===== src/rtl/bowl_pkg.sv =====
package bowl_pkg;

  typedef enum logic [3:0] {
    ST_WAIT_T1,
    ST_GAP_T1,
    ST_ADD_T1,
    ST_WAIT_T2,
    ST_GAP_T2,
    ST_ADD_T2,
    ST_FRAME_END,
    ST_BONUS_CHK,
    ST_WAIT_BN,
    ST_ADD_BN,
    ST_DONE
  } seq_state_t;

  typedef enum logic [1:0] {
    TK_FIRST,
    TK_SECOND,
    TK_BONUS
  } throw_kind_t;

endpackage


===== src/rtl/bowl_edge_sync.sv =====
module bowl_edge_sync #(
  parameter int STAGES = 2
) (
  input  logic clk,
  input  logic rst_n,
  input  logic lvl_i,
  output logic rise_o
);

  logic [STAGES-1:0] sync_q;
  logic              prev_q;

  for (genvar g = 0; g < STAGES; g++) begin : g_stage
    if (g == 0) begin : g_head
      always_ff @(posedge clk or negedge rst_n) begin
        if (!rst_n) sync_q[0] <= 1'b0;
        else        sync_q[0] <= lvl_i;
      end
    end else begin : g_tail
      always_ff @(posedge clk or negedge rst_n) begin
        if (!rst_n) sync_q[g] <= 1'b0;
        else        sync_q[g] <= sync_q[g-1];
      end
    end
  end

  always_ff @(posedge clk or negedge rst_n) begin
    if (!rst_n) prev_q <= 1'b0;
    else        prev_q <= sync_q[STAGES-1];
  end

  assign rise_o = sync_q[STAGES-1] & ~prev_q;

endmodule


===== src/rtl/bowl_pin_reg.sv =====
module bowl_pin_reg #(
  parameter int PIN_W    = 4,
  parameter int MAX_PINS = 10
) (
  input  logic             clk,
  input  logic             rst_n,
  input  logic             load_i,
  input  logic [PIN_W-1:0] pins_i,
  output logic [PIN_W-1:0] pins_q_o
);

  localparam logic [PIN_W-1:0] PIN_MAX = PIN_W'(MAX_PINS);

  logic [PIN_W-1:0] pins_d;
  logic [PIN_W-1:0] pins_q;

  always_comb begin
    pins_d = pins_q;
    if (load_i) pins_d = (pins_i > PIN_MAX) ? PIN_MAX : pins_i;
  end

  always_ff @(posedge clk or negedge rst_n) begin
    if (!rst_n) pins_q <= '0;
    else        pins_q <= pins_d;
  end

  assign pins_q_o = pins_q;

endmodule


===== src/rtl/bowl_mark_track.sv =====
module bowl_mark_track
  import bowl_pkg::*;
#(
  parameter int PIN_W        = 4,
  parameter int MAX_PINS     = 10,
  parameter int STRIKE_DEPTH = 2,
  parameter int EXTRA_W      = 2
) (
  input  logic               clk,
  input  logic               rst_n,
  input  logic [PIN_W-1:0]   pins_i,
  input  throw_kind_t        kind_i,
  input  logic               store_i,
  input  logic               shift_i,
  output logic               hit_o,
  output logic [EXTRA_W-1:0] extra_o,
  output logic               empty_o
);

  localparam logic [PIN_W:0] SUM_MAX = (PIN_W+1)'(MAX_PINS);
  localparam logic [PIN_W-1:0] PIN_MAX = PIN_W'(MAX_PINS);

  logic [PIN_W-1:0]        first_q;
  logic [PIN_W:0]          pair_sum;
  logic [STRIKE_DEPTH-1:0] strike_q;
  logic                    spare_q;
  logic                    new_strike;
  logic                    new_spare;

  always_ff @(posedge clk or negedge rst_n) begin
    if (!rst_n)       first_q <= '0;
    else if (store_i) first_q <= pins_i;
  end

  assign pair_sum = {1'b0, first_q} + {1'b0, pins_i};

  always_comb begin
    case (kind_i)
      TK_FIRST:  hit_o = (pins_i == PIN_MAX);
      TK_SECOND: hit_o = (pair_sum == SUM_MAX);
      default:   hit_o = 1'b0;
    endcase
  end

  assign new_strike = (kind_i == TK_FIRST)  & hit_o;
  assign new_spare  = (kind_i == TK_SECOND) & hit_o;

  for (genvar g = 0; g < STRIKE_DEPTH; g++) begin : g_hist
    if (g == 0) begin : g_newest
      always_ff @(posedge clk or negedge rst_n) begin
        if (!rst_n)       strike_q[0] <= 1'b0;
        else if (shift_i) strike_q[0] <= new_strike;
      end
    end else begin : g_older
      always_ff @(posedge clk or negedge rst_n) begin
        if (!rst_n)       strike_q[g] <= 1'b0;
        else if (shift_i) strike_q[g] <= strike_q[g-1];
      end
    end
  end

  always_ff @(posedge clk or negedge rst_n) begin
    if (!rst_n)       spare_q <= 1'b0;
    else if (shift_i) spare_q <= new_spare;
  end

  always_comb begin
    extra_o = EXTRA_W'(spare_q);
    for (int k = 0; k < STRIKE_DEPTH; k++) begin
      extra_o = extra_o + EXTRA_W'(strike_q[k]);
    end
  end

  assign empty_o = (strike_q == '0) && !spare_q;

endmodule


===== src/rtl/bowl_frame_ctr.sv =====
module bowl_frame_ctr #(
  parameter int FRAMES  = 10,
  parameter int FRAME_W = 4
) (
  input  logic               clk,
  input  logic               rst_n,
  input  logic               inc_i,
  output logic [FRAME_W-1:0] frame_o,
  output logic               last_o
);

  localparam logic [FRAME_W-1:0] LAST_IDX = FRAME_W'(FRAMES - 1);

  logic [FRAME_W-1:0] frame_q;
  logic [FRAME_W-1:0] frame_d;

  always_comb begin
    frame_d = frame_q;
    if (inc_i && (frame_q != LAST_IDX)) frame_d = frame_q + 1'b1;
  end

  always_ff @(posedge clk or negedge rst_n) begin
    if (!rst_n) frame_q <= '0;
    else        frame_q <= frame_d;
  end

  assign frame_o = frame_q;
  assign last_o  = (frame_q == LAST_IDX);

endmodule


===== src/rtl/bowl_seq_ctrl.sv =====
module bowl_seq_ctrl
  import bowl_pkg::*;
#(
  parameter int PIN_W        = 4,
  parameter int MAX_PINS     = 10,
  parameter int FRAMES       = 10,
  parameter int STRIKE_DEPTH = 2,
  parameter int SYNC_STAGES  = 2,
  parameter int FRAME_W      = 4
) (
  input  logic               clk,
  input  logic               rst_n,
  input  logic               throw_sw_i,
  input  logic [PIN_W-1:0]   pins_i,
  output logic               add_en_o,
  output logic [PIN_W-1:0]   add_val_o,
  output logic [FRAME_W-1:0] frame_o,
  output logic               done_o
);

  localparam int EXTRA_W = $clog2(STRIKE_DEPTH + 2);
  localparam logic [EXTRA_W-1:0] ONE_X = EXTRA_W'(1);

  logic [1:0]         rst_pipe;
  logic               arst_n;
  logic               upd;
  logic [PIN_W-1:0]   pins_q;
  logic               hit;
  logic [EXTRA_W-1:0] extra;
  logic               hist_empty;
  logic               last_frame;
  seq_state_t         state_q, state_d;
  logic [EXTRA_W-1:0] cnt_q, cnt_d;
  logic               shift_en;
  logic               store_first;
  logic               frame_inc;
  throw_kind_t        kind;

  // asynchronous assert, synchronous release
  always_ff @(posedge clk or negedge rst_n) begin
    if (!rst_n) rst_pipe <= 2'b00;
    else        rst_pipe <= {rst_pipe[0], 1'b1};
  end
  assign arst_n = rst_pipe[1];

  bowl_edge_sync #(.STAGES(SYNC_STAGES)) u_sync (
    .clk    (clk),
    .rst_n  (arst_n),
    .lvl_i  (throw_sw_i),
    .rise_o (upd)
  );

  bowl_pin_reg #(.PIN_W(PIN_W), .MAX_PINS(MAX_PINS)) u_pins (
    .clk      (clk),
    .rst_n    (arst_n),
    .load_i   (upd),
    .pins_i   (pins_i),
    .pins_q_o (pins_q)
  );

  bowl_mark_track #(
    .PIN_W(PIN_W), .MAX_PINS(MAX_PINS),
    .STRIKE_DEPTH(STRIKE_DEPTH), .EXTRA_W(EXTRA_W)
  ) u_marks (
    .clk     (clk),
    .rst_n   (arst_n),
    .pins_i  (pins_q),
    .kind_i  (kind),
    .store_i (store_first),
    .shift_i (shift_en),
    .hit_o   (hit),
    .extra_o (extra),
    .empty_o (hist_empty)
  );

  bowl_frame_ctr #(.FRAMES(FRAMES), .FRAME_W(FRAME_W)) u_frames (
    .clk     (clk),
    .rst_n   (arst_n),
    .inc_i   (frame_inc),
    .frame_o (frame_o),
    .last_o  (last_frame)
  );

  always_comb begin
    state_d     = state_q;
    cnt_d       = cnt_q;
    shift_en    = 1'b0;
    store_first = 1'b0;
    frame_inc   = 1'b0;
    add_en_o    = 1'b0;
    kind        = TK_BONUS;
    case (state_q)
      ST_WAIT_T1: if (upd) state_d = ST_GAP_T1;
      ST_GAP_T1: begin
        state_d = ST_ADD_T1;
        cnt_d   = extra;
      end
      ST_ADD_T1: begin
        add_en_o = 1'b1;
        kind     = TK_FIRST;
        if (cnt_q == '0) begin
          shift_en    = 1'b1;
          store_first = 1'b1;
          state_d     = hit ? ST_FRAME_END : ST_WAIT_T2;
        end else begin
          cnt_d = cnt_q - ONE_X;
        end
      end
      ST_WAIT_T2: if (upd) state_d = ST_GAP_T2;
      ST_GAP_T2: begin
        state_d = ST_ADD_T2;
        cnt_d   = extra;
      end
      ST_ADD_T2: begin
        add_en_o = 1'b1;
        kind     = TK_SECOND;
        if (cnt_q == '0) begin
          shift_en = 1'b1;
          state_d  = ST_FRAME_END;
        end else begin
          cnt_d = cnt_q - ONE_X;
        end
      end
      ST_FRAME_END: begin
        if (last_frame) begin
          state_d = ST_BONUS_CHK;
        end else begin
          frame_inc = 1'b1;
          state_d   = ST_WAIT_T1;
        end
      end
      ST_BONUS_CHK: state_d = hist_empty ? ST_DONE : ST_WAIT_BN;
      ST_WAIT_BN: begin
        if (upd) begin
          state_d = ST_ADD_BN;
          cnt_d   = extra - ONE_X;
        end
      end
      ST_ADD_BN: begin
        add_en_o = 1'b1;
        if (cnt_q == '0) begin
          shift_en = 1'b1;
          state_d  = ST_BONUS_CHK;
        end else begin
          cnt_d = cnt_q - ONE_X;
        end
      end
      ST_DONE: state_d = ST_DONE;
      default: state_d = ST_WAIT_T1;
    endcase
  end

  always_ff @(posedge clk or negedge arst_n) begin
    if (!arst_n) begin
      state_q <= ST_WAIT_T1;
      cnt_q   <= '0;
    end else begin
      state_q <= state_d;
      cnt_q   <= cnt_d;
    end
  end

  assign add_val_o = pins_q;
  assign done_o    = (state_q == ST_DONE);

endmodule


===== config.mk =====
export PLATFORM = sky130hd
export DESIGN_NAME = bowl_seq_ctrl
export DESIGN_NICKNAME = d
export VERILOG_FILES = /design/src/rtl/bowl_pkg.sv /design/src/rtl/bowl_edge_sync.sv /design/src/rtl/bowl_pin_reg.sv /design/src/rtl/bowl_mark_track.sv /design/src/rtl/bowl_frame_ctr.sv /design/src/rtl/bowl_seq_ctrl.sv
export SDC_FILE = /design/constraint.sdc
export NUM_CORES = 1
export LEC_CHECK = 0
export ABC_AREA = 1
export BUFFER_PORTS_ARGS = -buffer_cell sky130_fd_sc_hd__buf_2
export CAP_MARGIN = 20
export CORE_MARGIN = 2
export CORE_UTILIZATION = 60
export DETAILED_ROUTE_END_ITERATION = 16
export PLACE_DENSITY = 0.81
export SETUP_SLACK_MARGIN = 0.15
export SKIP_CTS_REPAIR_TIMING = 1
export SLEW_MARGIN = 20
export SYNTH_ARGS = -nofsm -noshare
export SYNTH_HDL_FRONTEND = slang
export SYNTH_SLANG_ARGS = --single-unit

===== constraint.sdc =====
create_clock -name clk -period 1.8 [get_ports clk]
set_input_delay 0.18 -clock clk [delete_from_list [all_inputs] [get_ports clk]]
set_output_delay 0.18 -clock clk [all_outputs]
set_load 0.005 [all_outputs]

==> summary.txt <==
Top cells by area, synth -> dfrtp_1 42%, nand2_1 12%, inv_1 5.8%
Post-synthesis async set-or-reset flop share -> 100.0%
Total GRT Usage -> 24.86%
Clock Latency Late Sink -> 330 ps
Post-synth EDFFs -> 0
DR vias/cell -> 5.562
CTS Sinks -> 26
Sequential Power Share -> 32.2%
Netlist cell types -> 28
Combinational share of power -> 54.2%
Clk pwr share -> 13.6%
Post-synthesis cell area -> 1556 sq um
Final Instance Area -> 1779 sq um
Mux contribution to synthesized area -> 0%
Die Wd -> 54.93 um
Crit Path Class -> flip-flop to flip-flop
Antenna Cells -> 0
Hold Crit Class -> input pin to flip-flop
I/O pins -> 17
Avg Inst Size Synth -> 8.023 sq um
DRT Wirelength -> 3.322 mm
Sequential share of the synthesized area -> 41.80%
Hold path depth -> 3
Num CTS Buffers -> 3
Clock slew at reported path FFs -> 150 ps
Drt pass-1 iters -> 4
Vias in the first global route -> 1239
Fmax -> 0.5567 GHz
Initial antenna violation count -> 0
Grt ovf -> 0
Most common cell in the netlist -> nand2_1
#FFs+latches synth -> 26
Remaining DRCs -> 0
Warnings from Yosys -> 0
Core ar. -> 2477 sq um
NetSw -> 1.454 mW
Synth Area in Compound Gates -> 9.084%
Port bufs -> 16
R2R setup slack -> 4 ps
Simple-Gate Fraction of Synth Area -> 33.60%
RSZ-0062 raised after global routing -> yes
Worst EP arrival -> 2040 ps
Pin count of the biggest net entering global routing -> 25
Cells after synthesis -> 194
Die height -> 54.93 um
Total Power -> 3.043 mW
DRT iter0 DRCs -> 30
First-pass GRT wire length -> 5.292 mm
Worst path required time -> 2050 ps
Synth Area in XOR/XNOR -> 1.125%
Hold EP -> u_pins.pins_q_o[2]$_DFFE_PN0P_
TritonCTS clock tree -> built
Worst R2R End -> state_q[0]$_DFFE_PN0P_
LEAKAGE -> 0.9358 nW
DP Area -> 1697 sq um
Clk_skew -> 8.020 ps
Max-Cap Viols -> 0
Final antenna-violating net count -> 0
Area grow syn2layout -> 14.31%
DP Wirelength -> 2.557 mm
Most common library cells after synthesis -> 50 x nand2_1, 26 x dfrtp_1, 24 x inv_1
Reg2reg path depth -> 10
Hold path start -> pins_i[2]
Worst r2r src -> u_marks.first_q[0]$_DFFE_PN0P_
Final hold violations -> 0
Setup violations, final -> 0
Final net count -> 235
FP Rows -> 18
Vias -> 1385
Longest Clk Path Bufs -> 2
Tcrit/Tclk final -> 99.80%
Worst hold slack -> 64.16 ps
Outcome -> complete, no violations
Synthesized net count -> 209
Switching Fraction -> 47.78%
DR WL/cell -> 13.34 um
Area leader, netlist -> dfrtp_1
Die ar. -> 3017 sq um
H-Tree Level Count -> 1
Worst Setup Start Kind -> flip-flop
Post-synth top flop -> dfrtp_1
Max Slew Vio Count -> 0
Main combinational cell family by area after synthesis -> simple AND/OR/NAND/NOR gates
Min cycle time layout -> 1796 ps
GP Congestion -> 0.9077
Post-synthesis adder-cell area fraction -> 7.395%
Layout cells sized above 1 -> 23.29%
Initial core utilization -> 62.83%
Internal Power -> 1.589 mW
CTS Root Buffer Type -> clkbuf_4
CP endpoint kind -> flip-flop
Yosys top cell area share -> 41.80%
PD cells -> 1710 nW/um^2
Worst-path fanout max -> 2
VDD IR-drop max -> 1.172 mV
## through the flow
step / util (%) / std cells / setup WS (ps) / TNS [ps]
2_1_floorplan: - / 194 / 110.3 / 0
3_3_place_gp: 68.48 / 242 / 83.33 / 0
3_5_place_dp: 68.48 / 242 / -4.712 / -4.712
4_1_cts: 70.61 / 246 / -7.443 / -7.443
5_1_grt: 71.82 / 249 / -181.4 / -356.9
6_report: 71.82 / 249 / 3.610 / 0
## worst max-delay path by stage
stage,cells past startpoint,endpoint,start,slack (ps)
after floorplan,10,state_q[0]$_DFFE_PN0P_,u_pins.pins_q_o[0]$_DFFE_PN0P_,110
after global placement,10,state_q[0]$_DFFE_PN0P_,u_marks.first_q[0]$_DFFE_PN0P_,80
after detailed placement,10,state_q[0]$_DFFE_PN0P_,u_marks.first_q[0]$_DFFE_PN0P_,-5
after CTS,10,state_q[0]$_DFFE_PN0P_,u_marks.first_q[0]$_DFFE_PN0P_,-7
after global routing,10,state_q[0]$_DFFE_PN0P_,u_pins.pins_q_o[0]$_DFFE_PN0P_,-180
final,10,state_q[0]$_DFFE_PN0P_,u_marks.first_q[0]$_DFFE_PN0P_,4
## layout make-up
type | instances | area [sq um]
clock inverters | 1 | 30.03
flip-flops and latches | 26 | 650.6
well taps | 30 | 37.54
repair buffers | 21 | 122.6
multi-input cells | 140 | 810.8
inverters | 28 | 105.1
fillers | 213 | 698.2
clock buffers | 3 | 22.52
## sequential cells by signal, summed over array words and instances (netlist names)
signal	cells
u_frames.frame_o	4
u_sync.sync_q	2
u_marks.first_q	4
u_pins.pins_q_o	4
u_marks.spare_q	1
cnt_q	2
u_marks.strike_q	2
state_q	4
u_sync.prev_q	1
rst_pipe	2
## metal layers
metal,wire (um),global-route usage (%)
met1,1507,32.17
met2,1587,40.28
met3,151,5.108
met4,76,10.98
met5,0,0
## worst max-delay path: stages (launching register included)
cell,delay [ps]
dfrtp_1,420
ha_2,210
fa_1,470
nor3b_2,150
nand3_1,80
nor2_1,100
nand2_1,70
nand3_1,70
nand2_1,50
nand2_1,60
nand2_1,40
## power groups by stage
| stage | Combinational (mW) | Clock, mW | Sequential [mW] |
|---|---|---|---|
| floorplan | 1.24 | 0 | 0.948 |
| global placement | 1.53 | 0 | 0.968 |
| detailed placement | 1.62 | 0 | 0.982 |
| CTS | 1.62 | 0.422 | 0.971 |
| global route | 1.87 | 0.436 | 1.00 |
| finish | 1.65 | 0.413 | 0.979 |
## layout by cell type (no fill, tap or decap)
| cell | instances |
|---|---|
| o21ai_0 | 13 |
| nand3_2 | 3 |
| ha_2 | 1 |
| o21ai_1 | 1 |
| nand3_4 | 1 |
| dfrtp_1 | 26 |
| dlygate4sd3_1 | 2 |
| nor3_1 | 4 |
| nor2_1 | 15 |
| a22oi_1 | 1 |
| nand2_2 | 6 |
| buf_4 | 3 |
| nor3b_2 | 1 |
| inv_2 | 4 |
| nor2_4 | 3 |
| o22ai_1 | 2 |
| nor4_2 | 1 |
| bufinv_16 | 1 |
| a21oi_1 | 4 |
| clkbuf_4 | 3 |
| nand4_1 | 4 |
| conb_1 | 1 |
| fa_1 | 2 |
| inv_1 | 24 |
| o21ai_2 | 2 |
| nand2_4 | 2 |
| nand2_1 | 50 |
| nor2_2 | 4 |
| nand3_1 | 10 |
| ha_1 | 5 |
| o21bai_1 | 1 |
| a31oi_1 | 1 |
| buf_2 | 16 |
| xor2_1 | 2 |
## logic make-up (layout without fill, tap and decap cells)
family                   Yosys count  after routing
AO/OA/AOI/OAI                     25             25
XOR/XNOR                           2              2
adder cells (fa/ha/maj)            8              8
buffers and inverters             28             53
flip-flops                        26             26
other                              1              1
AND/OR/NAND/NOR                  104            104
No activity file was read; power rests on OpenSTA's default activity.
